### src/rtl/isp_serial_port.sv
module isp_serial_port #(
  parameter int ADDR_W    = 13,
  parameter int WR_CYCLES = 1000,
  parameter int ER_CYCLES = 4000
) (
  input  logic              clk,
  input  logic              rst_n,
  input  logic              prog_rst,
  input  logic              sck,
  input  logic              mosi,
  output logic              miso,
  output logic [ADDR_W-1:0] mem_addr,
  output logic [7:0]        mem_wdata,
  output logic              mem_we,
  output logic              mem_erase,
  input  logic [7:0]        mem_rdata,
  output logic              busy,
  output logic              prog_en,
  output logic [1:0]        lock_q
);
  localparam int MAXC = (ER_CYCLES > WR_CYCLES) ? ER_CYCLES : WR_CYCLES;
  localparam int CW   = $clog2(MAXC + 1);
  localparam logic [7:0] OP_ISP = 8'hAC, OP_RD = 8'h20, OP_WR = 8'h40, OP_SIG = 8'h28;
  localparam logic [7:0] EN_KEY = 8'h53;

  logic [2:0]    sck_s;
  logic [1:0]    mosi_s;
  logic [30:0]   sh;
  logic [4:0]    bcnt;
  logic [7:0]    ob;
  logic [1:0]    rd_pipe;
  logic [CW-1:0] busy_cnt;
  logic [7:0]    hd_byte;
  logic          hd_read;

  always_ff @(posedge clk or negedge rst_n)
    if (!rst_n) begin
      sck_s  <= '0;
      mosi_s <= '0;
    end else begin
      sck_s  <= {sck_s[1:0], sck};
      mosi_s <= {mosi_s[0], mosi};
    end

  wire        rise = sck_s[1] & ~sck_s[2];
  wire        fall = ~sck_s[1] & sck_s[2];
  wire [31:0] nxt  = {sh, mosi_s[1]};

  wire [7:0] h_op = nxt[23:16];
  wire [7:0] h_b2 = nxt[15:8];
  wire [7:0] f_op = nxt[31:24];
  wire [7:0] f_b2 = nxt[23:16];

  wire f_en    = (f_op == OP_ISP) && (f_b2 == EN_KEY);
  wire f_erase = (f_op == OP_ISP) && (f_b2[7:5] == 3'b100);
  wire f_lock  = (f_op == OP_ISP) && (f_b2[7:5] == 3'b111);
  wire f_write = (f_op == OP_WR);
  wire act     = prog_en && !busy;

  assign busy = (busy_cnt != '0);

  always_comb begin
    hd_byte = 8'h00;
    hd_read = 1'b0;
    if (h_op == OP_ISP && h_b2 == EN_KEY) hd_byte = nxt[7:0];
    else if (prog_en) begin
      if (h_op == OP_SIG) begin
        case (nxt[1:0])
          2'd0:    hd_byte = 8'h1E;
          2'd1:    hd_byte = 8'h52;
          2'd2:    hd_byte = 8'h06;
          default: hd_byte = 8'hFF;
        endcase
      end else if (h_op == OP_RD) begin
        if (lock_q[1]) hd_byte = 8'hFF;
        else           hd_read = 1'b1;
      end
    end
  end

  always_ff @(posedge clk or negedge rst_n)
    if (!rst_n) begin
      sh <= '0; bcnt <= '0; ob <= '0; miso <= 1'b0; rd_pipe <= '0;
      mem_addr <= '0; mem_wdata <= '0; mem_we <= 1'b0; mem_erase <= 1'b0;
      busy_cnt <= '0; prog_en <= 1'b0; lock_q <= '0;
    end else begin
      mem_we    <= 1'b0;
      mem_erase <= 1'b0;
      rd_pipe   <= {rd_pipe[0], 1'b0};
      if (busy) busy_cnt <= busy_cnt - 1'b1;
      if (rd_pipe[1]) ob <= mem_rdata;
      if (!prog_rst) begin
        prog_en <= 1'b0; bcnt <= '0; sh <= '0; ob <= '0; miso <= 1'b0; rd_pipe <= '0;
      end else begin
        if (rise) begin
          sh   <= nxt[30:0];
          bcnt <= bcnt + 1'b1;
          if (bcnt == 5'd23) begin
            ob <= hd_byte;
            if (hd_read) begin
              mem_addr <= nxt[ADDR_W-1:0];
              rd_pipe  <= 2'b01;
            end
          end
          if (bcnt == 5'd31) begin
            if (f_en) prog_en <= 1'b1;
            else if (act) begin
              if (f_erase) begin
                mem_erase <= 1'b1;
                lock_q    <= '0;
                busy_cnt  <= CW'(ER_CYCLES);
              end else if (f_lock) begin
                lock_q   <= lock_q | f_b2[1:0];
                busy_cnt <= CW'(WR_CYCLES);
              end else if (f_write) begin
                mem_addr  <= nxt[ADDR_W+7:8];
                mem_wdata <= nxt[7:0];
                mem_we    <= 1'b1;
                busy_cnt  <= CW'(WR_CYCLES);
              end
            end
          end
        end
        if (fall) begin
          miso <= (bcnt >= 5'd24) ? ob[7] : 1'b0;
          if (bcnt >= 5'd24) ob <= {ob[6:0], 1'b0};
        end
      end
    end

  a_r1_idle_outside_reset: assert property (@(posedge clk) disable iff (!rst_n)
    (!prog_rst && !$past(prog_rst)) |-> (!miso && !mem_we && !mem_erase));
  a_r2_strobe_needs_enable: assert property (@(posedge clk) disable iff (!rst_n)
    (mem_we || mem_erase) |-> prog_en);
  a_r4_we_single_cycle: assert property (@(posedge clk) disable iff (!rst_n)
    mem_we |=> !mem_we);
  a_r7_lock_clears_only_on_erase: assert property (@(posedge clk) disable iff (!rst_n)
    (($past(lock_q) & ~lock_q) != 2'b00) |-> mem_erase);
  a_r8_erase_clears_lock: assert property (@(posedge clk) disable iff (!rst_n)
    mem_erase |-> (lock_q == 2'b00 && busy));
  a_r9_no_strobe_while_busy: assert property (@(posedge clk) disable iff (!rst_n)
    (mem_we || mem_erase) |-> !$past(busy));
  a_r10_miso_moves_sck_low: assert property (@(posedge clk) disable iff (!rst_n)
    (prog_rst && $past(prog_rst) && miso != $past(miso)) |-> !sck_s[1]);
endmodule

### config.mk
export PLATFORM = sky130hd
export DESIGN_NAME = isp_serial_port
export DESIGN_NICKNAME = d
export VERILOG_FILES = /design/src/rtl/isp_serial_port.sv
export SDC_FILE = /design/constraint.sdc
export NUM_CORES = 1
export LEC_CHECK = 0
export CAP_MARGIN = 20
export CORE_ASPECT_RATIO = 0.6
export CORE_UTILIZATION = 31
export CTS_CLUSTER_SIZE = 16
export DETAILED_ROUTE_END_ITERATION = 12
export HOLD_SLACK_MARGIN = 0.15
export PLACE_DENSITY = 0.54
export SLEW_MARGIN = 20
export SYNTH_ARGS = -nofsm -noshare
export SYNTH_HDL_FRONTEND = slang
export SYNTH_SLANG_ARGS = --single-unit
### constraint.sdc
create_clock -name clk -period 5.2 [get_ports clk]
set_clock_uncertainty 0.1 [all_clocks]
set_input_delay 1.56 -clock clk [delete_from_list [all_inputs] [get_ports clk]]
set_output_delay 1.56 -clock clk [all_outputs]
set_load 0.01 [all_outputs]
==> qor.yml, run 1 <==
status:
  status: "finished, final reports clean"
timing:
  setup_viol: 0
  tns_ns: 0
  hold_viol: 0
  rsz0062_at_grt: "false"
  drv_slew: 0
  slew_headroom_pct: 35.6
  worstMarginPinSlew_ns: 0.963
  period_share_pct: 87.9
  max_freq_ghz: 0.219
  min_period_ns: 4.57
routing:
  drt-initial-drc-count: 241
  vias: 3893
  drc: 0
  maxUsedRoutingLayer: "met4"
  firstDrtPassIters: 5
  met1_length_um: 6260
  wl_um: 12100
  wire_per_inst_um: 16.6
  viasPerCell: 5.35
  antenna_left: 0
  wl_met3_um: 769
  wl_met2_um: 4920
final_layout:
  fillers: 1526
  diodes: 0
  fin_area_mm2: 0.00567
  areaGrowthSynthToFinish_pct: 16.6
  fin_util_pct: 37.0
  drive_gt1_share_pct: 10.9
  fin_nets: 540
critical_path:
  start_kind: "flip-flop"
  reg2reg_to: "mem_addr[12]"
  critPathMaxFanout: 45
  r2r-start: "sh[21]"
  setup.worst_path.start: "busy_cnt[0]"
  required_ns: 3.54
  r2r_cells: 4
  arrival_ns: 2.91
  worstSetupEndpointType: "primary output"
  rrSetupSlack_ns: 2.31
  crit_type: "reg -> out"
  crit_path_end: "busy"
clock_tree:
  root_buffer: "clkbuf_16"
  cts_resized: 0
  holdBufCountCts: 0
  path_clk_slew_ns: 0.07
  clk_path_buf_depth: 2
  htreeDepth: 3
  cts.sink_count: 90
  cts_setup_buffers: 0
  clock_latency_ns: 0.34
  cts_buffers: 9
  cts_tree: "done"
synthesis:
  yosysWarningCount: 0
  synth-seq-cells: 90
  async_reset_ff_share_pct: 100
  synth_fa_ha_area_share_pct: 2.06
  synth_nets: 518
  synth_edf_count: 0
  synth_top_family_by_area: "simple AND/OR/NAND/NOR gates"
  synth_area_per_cell_um2: 9.79
  synthMostInstantiatedCell: "nand2_1"
  syn_area_mm2: 0.00487
  synth-simple-area-share_pct: 21.3
  yosysTopAreaCell: "dfrtp_1"
  synth_xor_area_share_pct: 1.08
  yosys_most_used_dff: "dfrtp_1"
  yosys-top-cells-count: "110 x nand2_1, 90 x dfrtp_1, 35 x a21boi_0, 22 x clkbuf_1, 18 x nand3_1"
  synthCells: 497
  synthDistinctLibCells: 63
  netlist_top_cells_area: "dfrtp_1 46%, nand2_1 8.5%, a21boi_0 5.4%"
  synth_mux_area_share_pct: 4.42
  synth_compound_area_share_pct: 20.5
  seq_area_frac_synth_pct: 46.3
  synth_top_area_share_pct: 46.3
power:
  leakagePower_nw: 2.32
  power_mw: 1.38
  power_density_mw_per_mm2: 243
  vdd_drop_max_mv: 0.147
place:
  dpl_cell_area_mm2: 0.00540
  dpl.hpwl_um: 8160
  gp_congestion: 0.797
  port_buffers: 40
floorplan:
  fp.dieW_um: 164
  core_mm2: 0.0153
  rows: 35
  die_h_um: 99.0
  dieArea_mm2: 0.0162
  num_io_pins: 41
  initial_core_util_pct: 31.7
global_route:
  grt_pass1_wl_um: 20400
  grt_overflow: 0
  grtUsageTotal_pct: 16.1
  grt_pass1_vias: 3724
  antenna_found_initial: 0
  grt_start_max_net_pins: 63
flow_run:
  drv_cap: 0
min_path:
  min_path_type: "reg -> reg"
-- stage by stage --
step | hold slack (ns) | worst slack, ns | std cells
after CTS | 0.246 | 0.606 | 727
after floorplan | 0.231 | 2.00 | 497
after detailed placement | 0.235 | 0.996 | 711
after global placement | 0.235 | 1.06 | 711
after global routing | 0.255 | 0.400 | 727
final | 0.245 | 0.627 | 727
-- state kept, by name (all words and copies together), names as in the netlist --
signal	flops
sh	31
mem_addr	13
busy_cnt	12
mem_wdata	8
ob	8
bcnt	5
sck_s	3
lock_q	2
mosi_s	2
rd_pipe	2
mem_erase	1
mem_we	1
miso	1
prog_en	1
-- layout make-up --
| class | count | area, um^2 | area share, % |
|---|---|---|---|
| Tap cell | 203 | 254 | 4.48 |
| Sequential cell | 90 | 2250 | 39.7 |
| Timing Repair Buffer | 46 | 443 | 7.81 |
| Clock buffer | 9 | 225 | 3.97 |
| Inverter | 11 | 41.3 | 0.728 |
| Clock inverter | 7 | 52.6 | 0.926 |
| Multi-Input combinational cell | 361 | 2410 | 42.4 |
-- logic make-up (layout without fill, tap and decap cells) --
logic type	count (synthesis)	count (layout)
AOI/OAI and AO/OA	129	129
DFF	90	90
and+or+nand+nor	198	198
muxes	20	20
xor gates and xnor gates	6	6
adders and majority gates	8	8
buffers and inverters	46	73
-- per-layer routing --
layer	vias up	track usage, %
li1	1848	-
met1	1917	24.2
met2	114	22.4
met3	14	4.42
met4	0	3.85
met5	-	0
-- report_power, final --
group,internal (mW),switching [mW],leakage [nW]
clock,0.327,0.285,0.136
combinational,0.0205,0.0381,1.04
sequential,0.703,0.00510,1.14
total,1.05,0.328,2.32
-- worst min-delay path by stage --
stage	start	endpoint	cells after the start
after floorplan	mosi_s[0]	mosi_s[1]	0
after CTS	sck_s[0]	sck_s[1]	0
after detailed placement	sck_s[0]	sck_s[1]	0
after global routing	sck_s[0]	sck_s[1]	0
final	sck_s[0]	sck_s[1]	0
after global placement	sck_s[0]	sck_s[1]	0
-- placed cells by master (no fill, tap or decap), drive strengths merged, types with 6 or more instances in the layout --
| cell | count |
|---|---|
| a21boi | 35 |
| o2111ai | 13 |
| nand2 | 110 |
| nand3 | 19 |
| o21ai | 12 |
| mux2 | 12 |
| dfrtp | 90 |
| clkdlybuf4s50 | 39 |
| ha | 8 |
| mux2i | 8 |
| o31a | 13 |
| buf | 7 |
| o211ai | 17 |
| nor2 | 10 |
| a21oi | 16 |
| inv | 13 |
| and2 | 6 |
| clkbuf | 9 |
| xnor2 | 6 |
| nand4b | 6 |
-- worst max-delay path, stage by stage (launching register included) --
cell,delay (ns)
dfrtp_1,0.39
inv_1,0.12
ha_1,0.17
nor4b_2,0.43
and4_1,0.57
inv_2,0.04
buf_4,0.29
clkdlybuf4s50_1,0.55
Note: power is estimated with default switching activity, not from simulation.
==> run 2: changes to the inputs <==
--- a/config.mk
+++ b/config.mk
@@ -7,11 +7,13 @@
 export LEC_CHECK = 0
 export CAP_MARGIN = 20
 export CORE_ASPECT_RATIO = 0.6
-export CORE_UTILIZATION = 31
+export CORE_UTILIZATION = 41
 export CTS_CLUSTER_SIZE = 16
 export DETAILED_ROUTE_END_ITERATION = 12
+export GPL_ROUTABILITY_DRIVEN = 0
 export HOLD_SLACK_MARGIN = 0.15
-export PLACE_DENSITY = 0.54
+export PLACE_DENSITY = 0.66
+export RECOVER_POWER = 100
 export SLEW_MARGIN = 20
 export SYNTH_ARGS = -nofsm -noshare
 export SYNTH_HDL_FRONTEND = slang
==> run 2 against run 1 <==
  * Cell count shrank 5.9%
  * The run now ends with max-capacitance violations, max-slew violations left
  * Critical endpoint is now mem_wdata[6]
  * Combinational power shrank 3%
  * Largest cell class unchanged
  * Clock power grew 17%
  * Count of clock-buffer cells in the layout stayed put
  * Critical path depth down 1
  * Worst setup slack improved by 0.18 ns
  * Die area fell by 24%
  * Non-clock buffer count did not move
  * Design area decreased by 0.71%
==> qor.yml, run 2 (synthesized netlist as in run 1, its figures left out) <==
status:
  status: "complete, but fails checks"
  violations: "max-capacitance violations, max-slew violations"
timing:
  setup_viol: 0
  slew_headroom_pct: -104
  hold_ws_ns: 0.254
  rsz0062_at_grt: "false"
  min_period_ns: 4.39
  drv_slew: 101
  hold_viol: 0
  tns_ns: 0
  worstMarginPinSlew_ns: 3.06
  max_freq_ghz: 0.228
  period_share_pct: 84.4
routing:
  wire_per_inst_um: 17.0
  antenna_left: 0
  firstDrtPassIters: 4
  drt-initial-drc-count: 358
  vias: 3903
  wl_um: 11600
  viasPerCell: 5.71
  drc: 0
power:
  p_sw_share_pct: 22.5
  pwr-share-comb_pct: 3.9
  power_density_mw_per_mm2: 263
  p_seq_share_pct: 47.8
  power_mw: 1.48
  internal_power_mw: 1.15
  switchingPower_uw: 333
  clock_power_share_pct: 48.3
  vdd_drop_max_mv: 0.185
  leakagePower_nw: 2.33
min_path:
  min_path_type: "reg -> reg"
final_layout:
  largest_reg_flops: 31
  top_register: "sh"
  layout_common_cells: "110 x nand2_1, 90 x dfrtp_1, 35 x a21boi_0"
  fin_nets: 540
  areaGrowthSynthToFinish_pct: 15.8
  final_common_cell: "nand2_1"
  drive_gt1_share_pct: 9.73
  reg_top3: "sh: 31 flops, mem_addr: 13 flops, busy_cnt: 12 flops"
  fin_area_mm2: 0.00563
  diodes: 0
  fin_cells: 684
floorplan:
  num_io_pins: 41
  rows: 30
  initial_core_util_pct: 42.6
  die_h_um: 86.4
  fp.dieW_um: 143
  dieArea_mm2: 0.0123
  core_mm2: 0.0114
global_route:
  grt_overflow: 0
  antenna_found_initial: 0
  grt_start_max_net_pins: 56
  grtUsageTotal_pct: 20.7
  grt_pass1_wl_um: 19600
  grt_pass1_vias: 3608
clock_tree:
  path_clk_slew_ns: 0.07
  cts_setup_buffers: 0
  cts_tree: "done"
  cts_resized: 0
  htreeDepth: 3
  root_buffer: "clkbuf_16"
  clk_path_buf_depth: 2
  holdBufCountCts: 0
  cts_buffers: 9
  clock_latency_ns: 0.35
  cts.sink_count: 90
critical_path:
  start_kind: "primary input"
  arrival_ns: 4.52
  critPathMaxFanout: 23
  required_ns: 5.33
  crit_type: "in -> reg"
  worstSetupEndpointType: "flip-flop"
place:
  port_buffers: 40
  dpl_cell_area_mm2: 0.00534
  dpl.hpwl_um: 7770
  dp.cells: 668
flow_run:
  drv_cap: 2
-- run 2: cell count changes in the layout (fill, tap and decap cells not counted), moves of 2 or more --
cell / delta
dlygate4sd3_1: +31
bufinv_16: +2
and2_1: -2
clkdlybuf4s50_1: -31
and2_0: +2
buf_4: -3
clkbuf_1: +3
-- run 2: critical path, stage by stage --
cell and delay, ns:
dlygate4sd3_1 0.95, nand3b_1 0.14, buf_4 0.22, nor3_1 0.57
nand3_1 0.62, mux2_2 0.46
-- run 2: power by group through the flow --
stage | Combinational [mW] | Clock, mW | Sequential (mW)
after floorplan | 0.0275 | 0 | 0.720
after global placement | 0.0582 | 0 | 0.722
after detailed placement | 0.0594 | 0 | 0.722
after CTS | 0.0595 | 0.731 | 0.708
after global routing | 0.0641 | 0.760 | 0.709
final | 0.0570 | 0.715 | 0.709
-- run 2: metrics by stage --
| step | worst slack [ns] | util, % |
|---|---|---|
| final | 0.811 | 49.4 |
| after global placement | 1.16 | 46.8 |
| after detailed placement | 1.11 | 46.8 |
| after global routing | 0.522 | 49.4 |
| after floorplan | 2.00 | - |
| after CTS | 0.920 | 49.7 |
-- run 2: worst paths after layout --
path | from | to | slack [ns] | cells past startpoint
worst max-delay path | prog_rst | mem_wdata[6] | 0.81 | 6
max in group asynchronous | rst_n | lock_q[1] | 1.15 | 2
worst max register to register | busy_cnt[0] | mem_addr[7] | 1.58 | 8
worst min-delay path | mosi_s[0] | mosi_s[1] | 0.25 | 0
min in group asynchronous | rst_n | busy_cnt[10] | 2.11 | 1
worst min register to register | mosi_s[0] | mosi_s[1] | 0.25 | 0
-- run 2: per-layer routing --
layer / vias up / track usage (%) / routed length, um
li1: 1854 / - / -
met1: 1919 / 31.4 / 5970
met2: 115 / 29.1 / 4880
met3: 15 / 4.86 / 651
met4: 0 / 5.57 / 142
met5: - / 0 / 0
-- run 2: cell type report --
cell class,count,area (um^2)
clock inverter,7,100
inverter,11,41.3
clock buffer,9,225
fill,1093,5780
timing repair buffer,46,432
tap,160,200
multi-input combinational,361,2380
sequential,90,2250
